===== src/rtl/rstseq_pkg.sv =====
package rstseq_pkg;
  typedef enum logic [1:0] {
    ST_RESET = 2'd0,
    ST_HOLD  = 2'd1,
    ST_INIT  = 2'd2,
    ST_RUN   = 2'd3
  } rstseq_state_e;
endpackage


===== src/rtl/rstseq_sync.sv =====
// Reset synchronizer: clears at once on a low pin, and releases only after
// a run of clock edges, so that the release is synchronous to clk.
module rstseq_sync #(
  parameter int STAGES = 2
) (
  input  logic clk,
  input  logic pin_n,
  output logic rst_o
);
  logic [STAGES-1:0] chain;

  generate
    if (STAGES == 1) begin : g_one
      always_ff @(posedge clk or negedge pin_n) begin
        if (!pin_n) chain <= '0;
        else        chain <= 1'b1;
      end
    end else begin : g_many
      always_ff @(posedge clk or negedge pin_n) begin
        if (!pin_n) chain <= '0;
        else        chain <= {chain[STAGES-2:0], 1'b1};
      end
    end
  endgenerate

  assign rst_o = ~chain[STAGES-1];
endmodule


===== src/rtl/rstseq_hold_timer.sv =====
// Counts the cycles spent in the hold phase. expired is high in the last
// of HOLD_CYCLES cycles.
module rstseq_hold_timer #(
  parameter int CNT_W       = 7,
  parameter int HOLD_CYCLES = 81
) (
  input  logic clk,
  input  logic clr,
  input  logic run,
  output logic expired
);
  localparam logic [CNT_W-1:0] LAST = CNT_W'(HOLD_CYCLES - 1);

  logic [CNT_W-1:0] cnt;

  always_ff @(posedge clk) begin
    if (clr || !run)      cnt <= '0;
    else if (cnt != LAST) cnt <= cnt + 1'b1;
  end

  assign expired = run && (cnt == LAST);
endmodule


===== src/rtl/rstseq_fsm.sv =====
// Phase controller. The outputs are registered from the next state.
module rstseq_fsm
  import rstseq_pkg::*;
(
  input  logic          clk,
  input  logic          rst,
  input  logic          hold_expired,
  input  logic          init_done,
  output rstseq_state_e state_q,
  output logic          int_rst_q,
  output logic          init_q,
  output logic          busy_q,
  output logic          stby_q
);
  rstseq_state_e nxt;

  always_comb begin
    nxt = state_q;
    unique case (state_q)
      ST_RESET: nxt = ST_HOLD;
      ST_HOLD:  if (hold_expired) nxt = ST_INIT;
      ST_INIT:  if (init_done)    nxt = ST_RUN;
      ST_RUN:   nxt = ST_RUN;
      default:  nxt = ST_RESET;
    endcase
  end

  always_ff @(posedge clk) begin
    if (rst) begin
      state_q   <= ST_RESET;
      int_rst_q <= 1'b1;
      init_q    <= 1'b0;
      busy_q    <= 1'b1;
      stby_q    <= 1'b1;
    end else begin
      state_q   <= nxt;
      int_rst_q <= (nxt == ST_RESET) || (nxt == ST_HOLD);
      init_q    <= (nxt == ST_INIT);
      busy_q    <= (nxt != ST_RUN);
      stby_q    <= (nxt == ST_RESET) || (nxt == ST_HOLD);
    end
  end
endmodule


===== src/rtl/rstseq_top.sv =====
module rstseq_top
  import rstseq_pkg::*;
#(
  parameter int SYNC_STAGES = 2,
  parameter int HOLD_CYCLES = 81,
  parameter int CNT_W       = 7
) (
  input  logic clk,
  input  logic rst_pin_n,
  input  logic init_done,
  output logic int_rst,
  output logic init_active,
  output logic serial_busy,
  output logic hout_standby
);
  logic          rst_sync;
  logic          hold_expired;
  rstseq_state_e state;

  rstseq_sync #(.STAGES(SYNC_STAGES)) u_sync (
    .clk   (clk),
    .pin_n (rst_pin_n),
    .rst_o (rst_sync)
  );

  rstseq_hold_timer #(.CNT_W(CNT_W), .HOLD_CYCLES(HOLD_CYCLES)) u_timer (
    .clk     (clk),
    .clr     (rst_sync),
    .run     (state == ST_HOLD),
    .expired (hold_expired)
  );

  rstseq_fsm u_fsm (
    .clk          (clk),
    .rst          (rst_sync),
    .hold_expired (hold_expired),
    .init_done    (init_done),
    .state_q      (state),
    .int_rst_q    (int_rst),
    .init_q       (init_active),
    .busy_q       (serial_busy),
    .stby_q       (hout_standby)
  );
endmodule


===== config.mk =====
export PLATFORM = sky130hd
export DESIGN_NAME = rstseq_top
export DESIGN_NICKNAME = d
export VERILOG_FILES = /design/src/rtl/rstseq_pkg.sv /design/src/rtl/rstseq_sync.sv /design/src/rtl/rstseq_hold_timer.sv /design/src/rtl/rstseq_fsm.sv /design/src/rtl/rstseq_top.sv
export SDC_FILE = /design/constraint.sdc
export NUM_CORES = 1
export LEC_CHECK = 0
export ABC_AREA = 1
export BUFFER_PORTS_ARGS = -buffer_cell sky130_fd_sc_hd__buf_2
export CORE_AREA = 2 2 39 41
export CTS_BUF_LIST = sky130_fd_sc_hd__clkbuf_8
export CTS_CLUSTER_DIAMETER = 150
export DETAILED_ROUTE_END_ITERATION = 8
export DIE_AREA = 0 0 41 43
export GPL_ROUTABILITY_DRIVEN = 0
export MAX_ROUTING_LAYER = met4
export PLACE_DENSITY = 0.72
export SYNTH_ARGS = -nofsm -noshare
export SYNTH_HDL_FRONTEND = slang
export SYNTH_SLANG_ARGS = --single-unit

===== constraint.sdc =====
create_clock -name clk -period 1.2 [get_ports clk]
set_input_delay 0.06 -clock clk [delete_from_list [all_inputs] [get_ports clk]]
set_output_delay 0.06 -clock clk [all_outputs]
set_load 0.02 [all_outputs]

* Word-level counts from Yosys, hierarchy flattened
Cells that the tools add are included.
** Word-level totals
- Register bits after elaboration :: 14
- Input bits :: 3
- Output and inout port bits :: 4
** Cells by class
- $add $sub $neg :: 1
- Equal/unequal tests :: 8
- Muxes and demuxes :: 3
- Bitwise gates (word level) :: 1
- Reductions and logical operators :: 6
** Operators by type and width (count)
- 2-bit one-hot mux with 4 select lines :: 1
- 7-bit by 1-bit adder with 7-bit output, second input constant :: 1
- 7-bit equality test, second input constant :: 1
- 7-bit inequality test, second input constant :: 1
- 2-bit equality test, second input constant :: 3
- 2-bit by 1-bit equality test with 1-bit output, second input constant :: 2
- 2-bit zero test :: 2
- 2-bit two-way mux :: 2
- 1-bit logical OR :: 2
- 2-bit inequality test, second input constant :: 1
- 1-bit logical AND :: 1
- 1-bit zero test :: 1
- 1-bit NOT :: 1

* Logic depth before layout (Yosys ltp)
Gate-level depths: netlist (run 1).
- Depth in word-level cells :: 6
- Gate-level depth with buffers :: 8
- Mapped depth without buffers :: 8

* Cells and area by module
From an unflattened synthesis (run 1), not the netlist that was laid out.
** Unflattened totals
- Cell total of the unflattened synthesis :: 80
- Area, all modules :: 630.6 um2
** Modules (own cells, without submodules)
- rstseq_hold_timer :: instances 1, cells each 56, area each 389.1 um2, seq. area each 140.1 um2
- rstseq_fsm :: instances 1, cells each 18, area each 173.9 um2, seq. area each 100.1 um2
- rstseq_sync :: instances 1, cells each 4, area each 57.6 um2, seq. area each 50.0 um2
- rstseq_top :: instances 1, cells each 2, area each 10.0 um2, seq. area each 0.0 um2

* Least setup slack after synthesis (run 1)
No wires, ideal clock.
- Kind :: register to register
- From :: reg u_timer.cnt[0]
- To :: reg u_fsm.state_q[1]
- Data arrival time :: 0.977 ns
- Required time :: 1.090 ns
- Slack :: 0.113 ns
- Stages on the path, launching flop included :: 9
- Path buffers :: 0
- Path through :: dfxtp_1 inv_1 ha_1 nand2_2 clkinv_2 nand4_1 nand2_1 nand2_1 inv_1
** Between the ends
- Longest elaborated chain between the ends :: 4
** RTL lines
- start, declared :: RTL line rstseq_hold_timer.sv:14 : logic [CNT_W-1:0] cnt;
- start signal, assigned :: RTL line rstseq_hold_timer.sv:18 : else if (cnt != LAST) cnt <= cnt + 1'b1;
- 7-bit equality test :: RTL line rstseq_hold_timer.sv:21 : assign expired = run && (cnt == LAST);
- 1-bit logical AND :: RTL line rstseq_hold_timer.sv:21
- 2-bit two-way mux :: RTL line rstseq_fsm.sv:21 : ST_HOLD: if (hold_expired) nxt = ST_INIT;
- 2-bit one-hot mux with 4 select lines :: RTL line rstseq_fsm.sv:19 : unique case (state_q)
- end signal, assigned :: RTL line rstseq_fsm.sv:36 : state_q <= nxt;
- end, declared :: RTL line rstseq_fsm.sv:9 : output rstseq_state_e state_q,
No other way between the ends.
A chain may end at the register's enable or synchronous reset.

* Final worst setup path (run 1)
- From :: reg u_timer.cnt[0]
- To :: reg u_timer.cnt[0]
** Between the ends
- Longest elaborated chain between the ends :: 1
- Elaborated cells between the ends (all ways) :: 2
** RTL lines (RTL line)
- 7-bit by 1-bit adder with 7-bit output / 7-bit inequality test (equally long branches) :: rstseq_hold_timer.sv:18
Several ways; a longest one is shown, not always the timed one.

==> results of run 1 <==
state kept, by name (all words and copies together) (netlist names):
name           count
u_timer.cnt        7
u_fsm.state_q      2
u_sync.chain       2
u_fsm.busy_q       1
u_fsm.init_q       1
u_fsm.stby_q       1
metrics by stage:
| step | power (mW) | worst slack [ps] | cell area, um^2 | instances |
|---|---|---|---|---|
| 6_report | 0.9649 | 76.69 | 723.2 | 95 |
| 3_3_place_gp | 0.5120 | 63.85 | 628.1 | 90 |
| 3_5_place_dp | 0.5127 | 33.27 | 628.1 | 90 |
| 4_1_cts | 0.9701 | 12.60 | 694.4 | 95 |
| 2_1_floorplan | 0.5036 | 112.8 | 578.1 | 68 |
| 5_1_grt | 0.9995 | -1.253 | 723.2 | 95 |
final cells by class:
class,instances,area [um^2]
clock buffer,4,55.05
fill,130,660.6
inverter,10,38.79
multi-input combinational,43,266.5
sequential,14,295.3
tap,16,20.02
timing repair buffer,8,47.55
routing by layer:
| layer | vias to the layer above | GRT usage |
|---|---|---|
| li1 | 237 | - |
| met2 | 5 | 0.2031 |
| met5 | - | - |
| met4 | 0 | 0.08000 |
| met1 | 218 | 0.1623 |
| met3 | 2 | 0.04712 |
worst register-to-register path, delay by kind of cell, from the launching register on:
family          cells  cell delay [ps]
simple gates        4              330
buf+inv             2              130
flops               1              360
fa+ha+maj           1              120
compound gates      1              110
final timing paths:
| kind | from | endpoint |
|---|---|---|
| max in group asynchronous | rst_pin_n | u_sync.chain[1] |
| worst min register to register | u_sync.chain[0] | u_sync.chain[1] |
| worst max register to register | u_timer.cnt[0] | u_timer.cnt[0] |
| min in group asynchronous | rst_pin_n | u_sync.chain[0] |
| worst max-delay path | u_timer.cnt[0] | u_timer.cnt[0] |
| worst min-delay path | init_done | u_fsm.init_q |
power groups by stage:
stage | Combinational (mW) | Sequential (mW) | Clock [mW]
4_1_cts | 0.0259 | 0.482 | 0.462
2_1_floorplan | 0.0141 | 0.490 | 0
5_1_grt | 0.0365 | 0.483 | 0.480
3_5_place_dp | 0.0213 | 0.491 | 0
3_3_place_gp | 0.0207 | 0.491 | 0
6_report | 0.0321 | 0.482 | 0.450
repair_timing:
item,4_1_cts,5_1_grt
hold buffers,1,0
endpoints found under the setup margin,1,7
pin swaps,0,6
endpoints found under the hold margin,2,0
gates resized for setup,1,10
kinds of logic (layout without fill, tap and decap cells):
group | count (synthesis) | in the layout | share of synthesized area
flip-flops | 14 | 14 | 0.5022
buffers and inverters | 11 | 22 | 0.08008
adder cells (fa/ha/maj) | 2 | 2 | 0.04328
AO/OA/AOI/OAI | 9 | 9 | 0.07792
XOR/XNOR | 1 | 1 | 0.01515
AND/OR/NAND/NOR | 30 | 30 | 0.2749
other | 1 | 1 | 0.006487
layout by cell type, fill, tap and decap left out, types with 2 or more instances in the layout:
cell type,n
nand4_1,2
nand2_2,3
inv_2,2
buf_2,6
o21ai_1,2
dfrtp_1,2
nor2_2,3
a21oi_2,2
a21oi_1,3
dfxtp_1,10
nor2_1,2
o21ai_0,2
nand3_1,4
nand2_1,10
inv_1,7
clkbuf_8,4
==> reports/qor.yml, run 1 <==
diodes: 0
crit_path_cell_trace: "inv_2 > ha_4 > nand2_2 > clkinv_2 > nand2_4 > nor2_4 > nand2_2 > a21oi_2"
totalWireLength_um: 986
drt_iter0_drc: 4
yosysTopAreaCell: "dfxtp_1"
worstHoldPathType: "primary input to flop"
ys_ff_latch: 14
fp.coreArea_mm2: 0.001384
async_reset_ff_frac: 0.1429
worst_path_most_repeated_cell: "nand2_2"
netlist.area_leader.share: 0.4156
yosys_warnings: 0
cts_setup_buffers: 0
final_max_slew_viol_count: 0
drt_pass1_iterations: 4
critPathMaxFanout: 4
fp.dieH_um: 43
clock_path_buffers: 2
pwr-share-seq: 0.500
cp_top_family: "flip-flops"
clock_latency_ps: 240
skew_ps: 1.552
ctsRootBufferMaster: "clkbuf_8"
hold_depth: 4
synth-edff-count: 0
overflow: 0
arrival_ps: 1290
syn_nets: 73
min_period_over_period: 0.9361
wl_met3_um: 14
cts_made_buffers: 3
setup_viol: 0
maxCapViolations: 0
outcome: "complete, no violations"
clk_pin_slew_worst_paths_ps: 60
sw_frac_of_total: 0.1924
dieArea_mm2: 0.001763
initial_core_util: 0.4177
viasPerCell: 4.863
die-width_um: 41
synthesis.area_um2: 578.1
nNetsFinal: 85
syn_inst: 68
final_layout_size_suffix_gt1_frac: 0.3544
synth.distinct_cells: 23
clkPwrFrac: 0.467
cts_sinks: 14
power.leakage_nw: 0.2809
dr_wl_met2_um: 458
setup_tns_ps: 0
end_kind: "flop"
crit_required_ps: 1370
hold_viol: 0
ant_nets: 0
track_usage: 0.1402
htree_levels: 1
max_freq_mhz: 890.2
crit_type: "flop to flop"
yosys-top-cells-area: "dfxtp_1 (42%), dfrtp_1 (8.7%), nand2_1 (7.8%), inv_1 (5.8%), a21oi_1 (4.3%)"
ys_seq_area_frac: 0.5022
wl_per_cell_um: 10.38
antenna_found_initial: 0
io_pins: 7
p_comb_frac: 0.033
switching_power_mw: 0.1856
cts_tree: "yes"
pwr_density_cell_mw_per_mm2: 1334
yosys-top-cells-count: "dfxtp_1 (12), nand2_1 (12), inv_1 (9)"
cp-start-kind: "flop"
cp_slowest_cell: "dfxtp_4"
topRoutingLayerUsed: "met4"
cpPeakStageDelay_ps: 360
area_delta_synth_final_pct: 25.11
vias: 462
holdWs_ps: 110.2
vdd_ir_drop_max_v: 0.0005512
r2r_cells: 8
drc: 0
first_global_vias: 425
postLayoutCoreUtil: 0.5226
period_needed_ps: 1123
synth-main-ff-cell: "dfxtp_1"
critPathBufInv: 2
grt_start_max_net_pins: 9
wl_met1_um: 494
rows: 14
syn_avg_cell_area_um2: 8.501
crit_cells: 8
grt_pass1_wl_um: 1621
r2r_setup_slack_ps: 80
internal_power_mw: 0.7793
io_buffers: 6
place_hpwl_um: 666.5
(Power assumes the default switching activity.)
==> run 2, diff against run 1 <==
--- a/config.mk
+++ b/config.mk
@@ -15,6 +15,7 @@
 export GPL_ROUTABILITY_DRIVEN = 0
 export MAX_ROUTING_LAYER = met4
 export PLACE_DENSITY = 0.72
+export SETUP_SLACK_MARGIN = 0.2
 export SYNTH_ARGS = -nofsm -noshare
 export SYNTH_HDL_FRONTEND = slang
 export SYNTH_SLANG_ARGS = --single-unit
==> run 2 against run 1 <==
Compared with the run above: register-to-register slack better by 40 ps; critical path depth is the same; maximum frequency grew 3.2%; final cell count up 3.2%; highest routed layer unchanged; first-iteration DRC count up 75%; sequential share of layout area decreased by 3.3 points; setup slack gained 35 ps; non-clock buffer count rose by 3; die area unchanged; routed wire length is 11% higher; flip-flop and latch count unchanged.
==> reports/qor.yml, run 2 (same netlist as run 1, synthesis figures left out) <==
clock_path_buffers: 2  # unchanged
cp_slowest_cell: "dfxtp_2"  # was dfxtp_4
die-width_um: 41  # unchanged
overflow: 0  # unchanged
vias: 466  # was 462
area_delta_synth_final_pct: 36.80  # was 25.11%
reg_top3: "u_timer.cnt: 7 flops, u_fsm.state_q: 2 flops, u_sync.chain: 2 flops"  # unchanged
ant_nets: 0  # unchanged
cts_sinks: 14  # unchanged
cp-start-kind: "flop"  # unchanged
crit_type: "flop to flop"  # unchanged
drt_pass1_iterations: 4  # unchanged
totalWireLength_um: 1098  # was 986 um
skew_ps: 1.160  # was 1.552 ps
dieArea_mm2: 0.001763  # unchanged
first_global_vias: 452  # was 425
antenna_found_initial: 0  # unchanged
maxCapViolations: 0  # unchanged
max_freq_mhz: 919.1  # was 890.2 MHz
critPathMaxFanout: 4  # unchanged
fp.dieH_um: 43  # unchanged
final_cell_mix: "nand2_1 (12), dfxtp_1 (9), inv_1 (7)"  # was nand2_1 (10), dfxtp_1 (10), inv_1 (7)
cts_made_buffers: 3  # unchanged
setup_viol: 0  # unchanged
io_pins: 7  # unchanged
track_usage: 0.1726  # was 0.1402
drc: 0  # unchanged
initial_core_util: 0.4177  # unchanged
viasPerCell: 4.755  # was 4.863
wl_per_cell_um: 11.20  # was 10.38 um
layout_commonest_cell: "nand2_1"
diodes: 0  # unchanged
power.leakage_nw: 0.3004  # was 0.2809 nW
top_register: "u_timer.cnt"  # unchanged
vdd_ir_drop_max_v: 0.0008769  # was 0.0005512 V
drt_iter0_drc: 7  # was 4
ctsRootBufferMaster: "clkbuf_8"  # unchanged
worstHoldPathType: "primary input to async pin"  # was primary input to flop
clk_pin_slew_worst_paths_ps: 60  # about the same
grt_start_max_net_pins: 9  # unchanged
htree_levels: 1  # unchanged
rsz0062_at_grt: "yes"
worst_path_most_repeated_cell: "nand2_1"  # was nand2_2
rows: 14  # unchanged
crit_path_cell_trace: "inv_2 > ha_4 > nand2_4 > clkinv_4 > nand4_1 > nand2_1 > nand2_1 > inv_1"  # was inv_2 > ha_4 > nand2_2 > clkinv_2 > nand2_4 > nor2_4 > nand2_2 > a21oi_2
io_buffers: 6  # unchanged
fp.coreArea_mm2: 0.001384  # unchanged
final_max_slew_viol_count: 0  # unchanged
arrival_ps: 1240  # was 1290 ps
hold_viol: 0  # unchanged
crit_required_ps: 1350  # was 1370 ps
largest_reg_flops: 7  # unchanged
clock_latency_ps: 250  # was 240 ps
min_period_over_period: 0.9067  # was 0.9361
holdWs_ps: 125.6  # was 110.2 ps
cts_tree: "yes"  # unchanged
pwr_density_cell_mw_per_mm2: 1255  # was 1334 mW/mm^2
cpPeakStageDelay_ps: 360  # about the same
period_needed_ps: 1088  # was 1123 ps
nNetsFinal: 88  # was 85
outcome: "complete, no violations"  # unchanged
end_kind: "flop"  # unchanged
setup_tns_ps: 0  # unchanged
final_layout_size_suffix_gt1_frac: 0.4390  # was 0.3544
place_hpwl_um: 690.7  # was 666.5 um
grt_pass1_wl_um: 1863  # was 1621 um
==> run 2: cell count changes in the layout (fill, tap and decap cells not counted), moves of 2 or more <==
cell     delta
nand2_2     -3
nand2_1     +2
nand3_1     -2
buf_4       +2
==> run 2: area by class of cell <==
cell class	instances	area [um^2]
Fill cell	106	593.1
Multi-Input combinational cell	43	302.8
Sequential cell	14	296.5
Timing Repair Buffer	11	73.82
Clock buffer	4	55.05
Inverter	10	42.54
Tap cell	16	20.02
==> run 2: critical path: cells and delay by family, from the launching register on <==
family / cells / cell delay (ps)
flops: 1 / 360
fa+ha+maj: 1 / 150
simple gates: 4 / 330
buf+inv: 3 / 140
==> run 2: layer usage <==
layer	wire length, um	vias up	GRT usage	part of all wire
li1	-	243	-	-
met1	489	212	0.1794	0.45
met2	530	6	0.2469	0.48
met3	30	5	0.06283	0.027
met4	48	0	0.1400	0.044
met5	0	-	-	0
==> run 2: repair_timing <==
| item | CTS | global route |
|---|---|---|
| pin swaps | 1 | 6 |
| hold buffers | 1 | 0 |
| endpoints found under the hold margin | 2 | 0 |
| setup endpoints to repair | 8 | 11 |
| buffers inserted | 2 | 1 |
| gates resized for setup | 3 | 12 |
==> run 2: metrics by stage <==
stage | total power [mW] | utilization | worst slack (ps) | area [um^2] | std cells
global placement | 0.5160 | 0.4647 | 140.7 | 643.1 | 90
finish | 0.9920 | 0.5714 | 112.0 | 790.8 | 98
floorplan | 0.5079 | - | 192.8 | 593.1 | 68
detailed placement | 0.5171 | 0.4647 | 113.8 | 643.1 | 90
global route | 1.018 | 0.5714 | 19.78 | 790.8 | 98
CTS | 0.9876 | 0.5307 | 118.3 | 734.5 | 97
==> run 2: final timing paths <==
| check | start | endpoint | slack, ps | depth (start not counted) |
|---|---|---|---|---|
| min reg2reg | u_sync.chain[0] | u_sync.chain[1] | 350 | 0 |
| min | rst_pin_n | u_sync.chain[1] | 130 | 2 |
| max in group asynchronous | rst_pin_n | u_sync.chain[0] | 980 | 2 |
| min in group clk | init_done | u_fsm.init_q | 130 | 4 |
| max reg2reg | u_timer.cnt[1] | u_fsm.state_q[1] | 110 | 8 |
| max | u_timer.cnt[1] | u_fsm.state_q[1] | 110 | 8 |
==> run 2: where the power goes <==
group	leakage [nW]	internal, mW	total [mW]	switching, mW
registers	0.122	0.474	0.483	0.00941
logic	0.149	0.0214	0.0414	0.0200
clock network	0.0288	0.291	0.467	0.176
total	0.300	0.787	0.992	0.205
